==> config.mk <==
export PLATFORM = sky130hd
export DESIGN_NAME = idx_seg_agu
export DESIGN_NICKNAME = d
export VERILOG_FILES = /design/src/rtl/agu_pkg.sv /design/src/rtl/agu_idx_hold.sv /design/src/rtl/agu_seq.sv /design/src/rtl/agu_addr.sv /design/src/rtl/idx_seg_agu.sv
export SDC_FILE = /design/constraint.sdc
export NUM_CORES = 1
export LEC_CHECK = 0
export BUFFER_PORTS_ARGS = -buffer_cell sky130_fd_sc_hd__buf_2
export CAP_MARGIN = 40
export CORE_MARGIN = 2
export CORE_UTILIZATION = 50
export DETAILED_ROUTE_END_ITERATION = 10
export PLACE_DENSITY = 0.73
export REMOVE_ABC_BUFFERS = 1
export SLEW_MARGIN = 10
export SYNTH_ARGS = -nofsm -noshare
export SYNTH_HDL_FRONTEND = slang
export SYNTH_SLANG_ARGS = --single-unit
==> constraint.sdc <==
create_clock -name clk -period 11.73 [get_ports clk]
set_input_delay 1.7595 -clock clk [delete_from_list [all_inputs] [get_ports clk]]
set_output_delay 1.7595 -clock clk [all_outputs]
set_load 0.01 [all_outputs]
==> src/rtl/agu_pkg.sv <==
package agu_pkg;

  typedef enum logic [1:0] {
    AG_IDLE  = 2'd0,
    AG_RUN   = 2'd1,
    AG_DRAIN = 2'd2
  } ag_state_e;

  localparam int IDX_RAW_W  = 64;
  localparam int N_IDX_WIDTHS = 4;

endpackage

==> src/rtl/agu_idx_hold.sv <==
module agu_idx_hold
  import agu_pkg::*;
#(
  parameter int AW = 64
) (
  input  logic                 clk,
  input  logic                 rst_n,
  input  logic                 clear,
  input  logic                 want,
  input  logic                 in_valid,
  output logic                 in_ready,
  input  logic [IDX_RAW_W-1:0] in_data,
  input  logic [1:0]           iw,
  input  logic                 consume,
  output logic                 held_v,
  output logic [AW-1:0]        held_idx
);

  logic [IDX_RAW_W-1:0] raw_q;
  logic                 held_q;
  logic [IDX_RAW_W-1:0] lane [N_IDX_WIDTHS];

  assign in_ready = want && !held_q;
  assign held_v   = held_q;

  always_ff @(posedge clk or negedge rst_n) begin
    if (!rst_n) begin
      held_q <= 1'b0;
      raw_q  <= '0;
    end else if (clear) begin
      held_q <= 1'b0;
    end else if (in_valid && in_ready) begin
      held_q <= 1'b1;
      raw_q  <= in_data;
    end else if (consume) begin
      held_q <= 1'b0;
    end
  end

  // one zero-extended candidate per supported index width
  for (genvar g = 0; g < N_IDX_WIDTHS; g++) begin : g_lane
    localparam int LW = 8 << g;
    if (LW >= IDX_RAW_W) begin : g_full
      assign lane[g] = raw_q;
    end else begin : g_part
      assign lane[g] = IDX_RAW_W'(raw_q[LW-1:0]);
    end
  end

  assign held_idx = AW'(lane[iw]);

endmodule

==> src/rtl/agu_seq.sv <==
module agu_seq #(
  parameter int EVL_W = 16,
  parameter int NF_W  = 3
) (
  input  logic             clk,
  input  logic             rst_n,
  input  logic             clear,
  input  logic             step,
  input  logic [NF_W-1:0]  nf_m1,
  input  logic [EVL_W-1:0] evl,
  output logic [EVL_W-1:0] elem,
  output logic [NF_W-1:0]  field,
  output logic             last_field,
  output logic             last_elem
);

  logic [EVL_W-1:0] elem_q;
  logic [NF_W-1:0]  field_q;

  assign elem       = elem_q;
  assign field      = field_q;
  assign last_field = (field_q == nf_m1);
  assign last_elem  = (elem_q == evl - EVL_W'(1));

  always_ff @(posedge clk or negedge rst_n) begin
    if (!rst_n) begin
      elem_q  <= '0;
      field_q <= '0;
    end else if (clear) begin
      elem_q  <= '0;
      field_q <= '0;
    end else if (step) begin
      if (last_field) begin
        field_q <= '0;
        elem_q  <= elem_q + EVL_W'(1);
      end else begin
        field_q <= field_q + NF_W'(1);
      end
    end
  end

endmodule

==> src/rtl/agu_addr.sv <==
module agu_addr #(
  parameter int AW    = 64,
  parameter int EVL_W = 16,
  parameter int NF_W  = 3,
  parameter int RW    = 5,
  parameter int LB    = 4
) (
  input  logic [AW-1:0]    base,
  input  logic [AW-1:0]    idx,
  input  logic [NF_W-1:0]  field,
  input  logic [EVL_W-1:0] elem,
  input  logic [1:0]       sew,
  input  logic [1:0]       lmul,
  input  logic [RW-1:0]    vd,
  output logic [AW-1:0]    addr,
  output logic [RW-1:0]    vreg,
  output logic [LB-1:0]    byte_off
);

  localparam int FOFF_W = NF_W + 3;
  localparam int EOFF_W = EVL_W + 3;

  logic [FOFF_W-1:0] field_bytes;
  logic [FOFF_W-1:0] field_regs;
  logic [EOFF_W-1:0] elem_bytes;
  logic [EOFF_W-1:0] elem_regs;

  always_comb begin
    field_bytes = FOFF_W'(field) << sew;
    field_regs  = FOFF_W'(field) << lmul;
    elem_bytes  = EOFF_W'(elem) << sew;
    elem_regs   = elem_bytes >> LB;
    addr        = base + idx + AW'(field_bytes);
    vreg        = vd + RW'(field_regs) + RW'(elem_regs);
    byte_off    = elem_bytes[LB-1:0];
  end

endmodule

==> src/rtl/idx_seg_agu.sv <==
module idx_seg_agu
  import agu_pkg::*;
#(
  parameter int AW    = 64,
  parameter int EVL_W = 16,
  parameter int VLEN  = 128,
  parameter int NF_W  = 3,
  parameter int RW    = 5,
  localparam int LB   = $clog2(VLEN / 8)
) (
  input  logic             clk,
  input  logic             rst_n,
  input  logic             start,
  input  logic [AW-1:0]    cfg_base,
  input  logic [1:0]       cfg_idx_w,
  input  logic [1:0]       cfg_sew,
  input  logic [1:0]       cfg_lmul,
  input  logic [NF_W-1:0]  cfg_nf_m1,
  input  logic [EVL_W-1:0] cfg_evl,
  input  logic             cfg_ordered,
  input  logic [RW-1:0]    cfg_vd,
  input  logic             idx_valid,
  output logic             idx_ready,
  input  logic [63:0]      idx_data,
  output logic             req_valid,
  input  logic             req_ready,
  output logic [AW-1:0]    req_addr,
  output logic [RW-1:0]    req_vreg,
  output logic [LB-1:0]    req_byte,
  output logic [NF_W-1:0]  req_field,
  output logic [EVL_W-1:0] req_elem,
  input  logic             cmp_valid,
  output logic             busy,
  output logic             done
);

  ag_state_e        state_q, state_n;
  logic [AW-1:0]    base_q;
  logic [1:0]       iw_q, sew_q, lmul_q;
  logic [NF_W-1:0]  nfm1_q;
  logic [EVL_W-1:0] evl_q;
  logic             ord_q;
  logic [RW-1:0]    vd_q;
  logic [EVL_W-1:0] fetched_q;
  logic             inflight_q;
  logic             done_q, done_n;

  logic             start_ok;
  logic             fire;
  logic             idx_hs;
  logic             want;
  logic             held_v;
  logic [AW-1:0]    held_idx;
  logic [EVL_W-1:0] elem;
  logic [NF_W-1:0]  field;
  logic             last_field;
  logic             last_elem;

  assign start_ok  = start && (state_q == AG_IDLE);
  assign want      = (state_q == AG_RUN) && (fetched_q != evl_q);
  assign req_valid = (state_q == AG_RUN) && held_v && !(ord_q && inflight_q);
  assign fire      = req_valid && req_ready;
  assign idx_hs    = idx_valid && idx_ready;
  assign busy      = (state_q != AG_IDLE);
  assign done      = done_q;
  assign req_field = field;
  assign req_elem  = elem;

  // configuration capture
  always_ff @(posedge clk or negedge rst_n) begin
    if (!rst_n) begin
      base_q <= '0;
      iw_q   <= '0;
      sew_q  <= '0;
      lmul_q <= '0;
      nfm1_q <= '0;
      evl_q  <= '0;
      ord_q  <= 1'b0;
      vd_q   <= '0;
    end else if (start_ok) begin
      base_q <= cfg_base;
      iw_q   <= cfg_idx_w;
      sew_q  <= cfg_sew;
      lmul_q <= cfg_lmul;
      nfm1_q <= cfg_nf_m1;
      evl_q  <= cfg_evl;
      ord_q  <= cfg_ordered;
      vd_q   <= cfg_vd;
    end
  end

  always_comb begin
    state_n = state_q;
    done_n  = 1'b0;
    unique case (state_q)
      AG_IDLE: begin
        if (start_ok) begin
          if (cfg_evl == '0) done_n = 1'b1;
          else               state_n = AG_RUN;
        end
      end
      AG_RUN: begin
        if (fire && last_field && last_elem) begin
          if (ord_q) begin
            state_n = AG_DRAIN;
          end else begin
            state_n = AG_IDLE;
            done_n  = 1'b1;
          end
        end
      end
      AG_DRAIN: begin
        if (cmp_valid) begin
          state_n = AG_IDLE;
          done_n  = 1'b1;
        end
      end
      default: state_n = AG_IDLE;
    endcase
  end

  always_ff @(posedge clk or negedge rst_n) begin
    if (!rst_n) begin
      state_q    <= AG_IDLE;
      done_q     <= 1'b0;
      fetched_q  <= '0;
      inflight_q <= 1'b0;
    end else begin
      state_q <= state_n;
      done_q  <= done_n;
      if (start_ok)    fetched_q <= '0;
      else if (idx_hs) fetched_q <= fetched_q + EVL_W'(1);
      if (start_ok)              inflight_q <= 1'b0;
      else if (fire && ord_q)    inflight_q <= 1'b1;
      else if (cmp_valid)        inflight_q <= 1'b0;
    end
  end

  agu_idx_hold #(.AW(AW)) u_hold (
    .clk      (clk),
    .rst_n    (rst_n),
    .clear    (start_ok),
    .want     (want),
    .in_valid (idx_valid),
    .in_ready (idx_ready),
    .in_data  (idx_data),
    .iw       (iw_q),
    .consume  (fire && last_field),
    .held_v   (held_v),
    .held_idx (held_idx)
  );

  agu_seq #(.EVL_W(EVL_W), .NF_W(NF_W)) u_seq (
    .clk        (clk),
    .rst_n      (rst_n),
    .clear      (start_ok),
    .step       (fire),
    .nf_m1      (nfm1_q),
    .evl        (evl_q),
    .elem       (elem),
    .field      (field),
    .last_field (last_field),
    .last_elem  (last_elem)
  );

  agu_addr #(.AW(AW), .EVL_W(EVL_W), .NF_W(NF_W), .RW(RW), .LB(LB)) u_addr (
    .base     (base_q),
    .idx      (held_idx),
    .field    (field),
    .elem     (elem),
    .sew      (sew_q),
    .lmul     (lmul_q),
    .vd       (vd_q),
    .addr     (req_addr),
    .vreg     (req_vreg),
    .byte_off (req_byte)
  );

endmodule

==> metrics.md <==
| Metric | Value |
|---|---|
| Async S/R FF share, synth | `1.00` |
| CP Class | `flip-flop to output pin` |
| Worst rel slew slack | `0.456` |
| Commonest cells after routing, fill and taps aside | `348 x nand2_1, 259 x buf_2, 199 x dfrtp_1` |
| Die Wd | `172 um` |
| Post-DP Area | `0.0157 sq mm` |
| Sum of negative setup slack | `0 ns` |
| Warnings from Yosys | `0` |
| Clock skew | `0.0105 ns` |
| # clock sinks | `199` |
| Crit path largest cell delay | `0.79 ns` |
| Netlist cell types | `65` |
| Site Rows | `61` |
| Lkg Pwr | `8.40 nW` |
| R2R cell count | `8` |
| CTS tree | `yes` |
| Yosys reg bits | `199` |
| Ratio of cells with drive above 1 in the final layout | `0.209` |
| Share of the yosys chip area belonging to registers | `0.351` |
| Dpl hpwl | `28,000 um` |
| Die height | `172 um` |
| Cell chain of the critical path | `mux2i_1 -> nor2_1 -> fa_1 -> ha_1 -> fa_1 -> a211oi_1 -> o21ai_0 -> o211ai_1 -> nand4_1 -> a31oi_1 -> o21ai_0 -> o21a_1 -> a2111oi_0 -> a211oi_1 -> buf_2` |
| First-pass detailed-route iteration total | `5` |
| Initial antenna violation count | `3` |
| Vias in the first global route | `12,100` |
| WL final | `36,900 um` |
| Avg WL per Cell | `16.6 um` |
| Vias | `12,300` |
| First-pass GRT wire length | `59,700 um` |
| Ports | `261` |
| Syn avg cell area | `8.67 sq um` |
| Hold_buf cts | `0` |
| Num CTS Buffers | `17` |
| Post-synth EDFFs | `0` |
| Starting Density | `0.509` |
| Period minus WS final | `7.05 ns` |
| Number of I/O port buffers | `260` |
| CP Data Required Time | `9.97 ns` |
| Worst-Skew Late Latency | `0.46 ns` |
| Max_cap viols | `0` |
| All-Layer GR Usage | `0.253` |
| Power Dens Cells | `293 mW/mm^2` |
| Hold Crit Class | `flip-flop to flip-flop` |
| Vias per std cell | `5.54` |
| Status | `finished clean` |
| RSZ-0062 raised after global routing | `no` |
| Final count of negative-setup-slack endpoints | `0` |
| Crit path max-delay family | `compound AO/OA/AOI/OAI gates` |
| Cells after synthesis | `1,634` |
| Reg clk slew, reported paths | `0.08 ns` |
| Slowest library cell on the worst path | `dfrtp_1` |
| Max H-tree Level | `4` |
| Core box area | `0.0279 sq mm` |
| Post-route clock period utilization | `0.601` |
| CP Max Fanout | `18` |
| Routed Antenna Nets | `0` |
| Critical Path Source | `sew_q[0]` |
| Final-report hold violation count | `0` |
| Final Slew Violations | `0` |
| Worst R2R Setup Slack | `8.54 ns` |
| Ys flop type | `dfrtp_1` |
| Buf/Inv on CP | `1` |
| Postcts setup bufs | `0` |
| Layout area overhead | `15.2%` |
| Die area | `0.0297 sq mm` |
| Worst slew pin tran | `0.815 ns` |
| CTS max path bufs | `2` |
| FMAX | `142 MHz` |
| Mapped Area | `0.0142 sq mm` |
| CP startpoint kind | `flip-flop` |
| GPL Wtd Cong | `0.905` |
| DR DRC count | `0` |
| Worst R2R Start | `evl_q[5]` |
| Worst R2R End | `state_q[0]` |
| Initial DRC Count | `857` |
| Worst Path Arrival | `5.29 ns` |
| Commonest non-fill, non-tap cell in the layout | `nand2_1` |
| Grt total ovfl | `0` |
| Design area | `0.0163 sq mm` |
| CTS root buffer | `clkbuf_16` |
| Worst Setup EP | `req_addr[61]` |
| Nets | `2,136` |
| Worst setup EP type | `output pin` |
| Resized cells post-CTS | `0` |
| Largest net degree at the start of global routing | `100` |
| Worst vdd ir | `196 uV` |
| Crit path depth | `15` |
-- sequential cells by signal (all words and copies together) (netlist names) --
| register | count |
|---|---|
| vd_q | 5 |
| fetched_q | 16 |
| u_seq.field | 3 |
| u_hold.raw_q | 64 |
| u_hold.held_v | 1 |
| state_q | 2 |
| sew_q | 2 |
| done | 1 |
| ord_q | 1 |
| iw_q | 2 |
| lmul_q | 2 |
| evl_q | 16 |
| inflight_q | 1 |
| u_seq.elem | 16 |
| nfm1_q | 3 |
| base_q | 64 |
-- per-layer routing --
layer	vias up	part of all wire	GRT usage	wire [um]
li1	6062	-	-	-
met1	5859	0.44	0.324	16200
met3	50	0.051	0.0474	1890
met2	353	0.49	0.433	18000
met4	2	0.022	0.0818	830
met5	-	0.00035	0	13
-- how the worst min path moves through the flow --
| stage | start | end | slack, ns | cells after the start |
|---|---|---|---|---|
| 2_1_floorplan | base_q[10] | base_q[10] | 0.45 | 2 |
| 3_5_place_dp | base_q[34] | base_q[34] | 0.47 | 2 |
| 6_report | base_q[50] | base_q[50] | 0.49 | 2 |
| 5_1_grt | base_q[32] | base_q[32] | 0.51 | 2 |
| 3_3_place_gp | base_q[61] | base_q[61] | 0.47 | 2 |
| 4_1_cts | base_q[28] | base_q[28] | 0.49 | 2 |
-- power breakdown --
group / switching [mW] / internal [mW] / total [mW]
clock network: 0.287 / 0.306 / 0.593
registers: 0.248 / 0.963 / 1.21
logic: 1.74 / 1.24 / 2.98
-- synthesized netlist by cell type (all sizes together), types with 18 or more instances --
master  number  area share
xnor2       48       0.030
nor2b       24       0.011
inv         38       0.010
ha         126        0.11
dfrtp      199        0.35
a21o        29       0.015
nor3        18      0.0064
o21ai       76       0.027
a21oi       96       0.034
and2        22      0.0097
xor2        73       0.045
mux2        67       0.053
nand3       29       0.010
clkbuf      85       0.023
and3        45       0.020
nor2       101       0.027
nand2      350       0.093
a211oi      18      0.0095
nand4       26       0.011
-- kinds of logic (layout without fill, tap and decap cells) --
logic type / count (synthesis) / in the layout / synth area share
AO/OA/AOI/OAI: 299 / 299 / 0.132
XOR/XNOR: 121 / 121 / 0.0748
adder cells (fa/ha/maj): 138 / 138 / 0.128
buffers and inverters: 127 / 339 / 0.0349
flip-flops: 199 / 199 / 0.351
multiplexers: 76 / 76 / 0.0614
other: 0 / 2 / 0
AND/OR/NAND/NOR: 674 / 674 / 0.217
-- per-stage QoR --
stage	hold slack, ns	worst slack, ns	util	total power [mW]	instances
after floorplan	0.452	6.02	-	3.18	1545
after global placement	0.466	5.41	0.562	4.09	2189
after detailed placement	0.470	5.22	0.565	4.16	2192
after CTS	0.491	4.74	0.586	4.78	2224
after global routing	0.513	4.24	0.586	5.17	2225
final	0.486	4.68	0.586	4.78	2226
-- cell type report --
class                      count  area [sq um]
sequential                   199          4980
clock buffer                  19           443
multi-input combinational   1308          8710
timing repair buffer         269          1430
antenna                        2          5.00
tap                          378           473
fill                        2494         11500
inverter                      38           143
clock inverter                13           140
-- tightest hold or removal path: cells and delay by family (launching register included) --
kind          cells  cell delay [ns]
simple gates      2             0.10
flops             1             0.35
No activity file was read; power rests on OpenSTA's default activity.
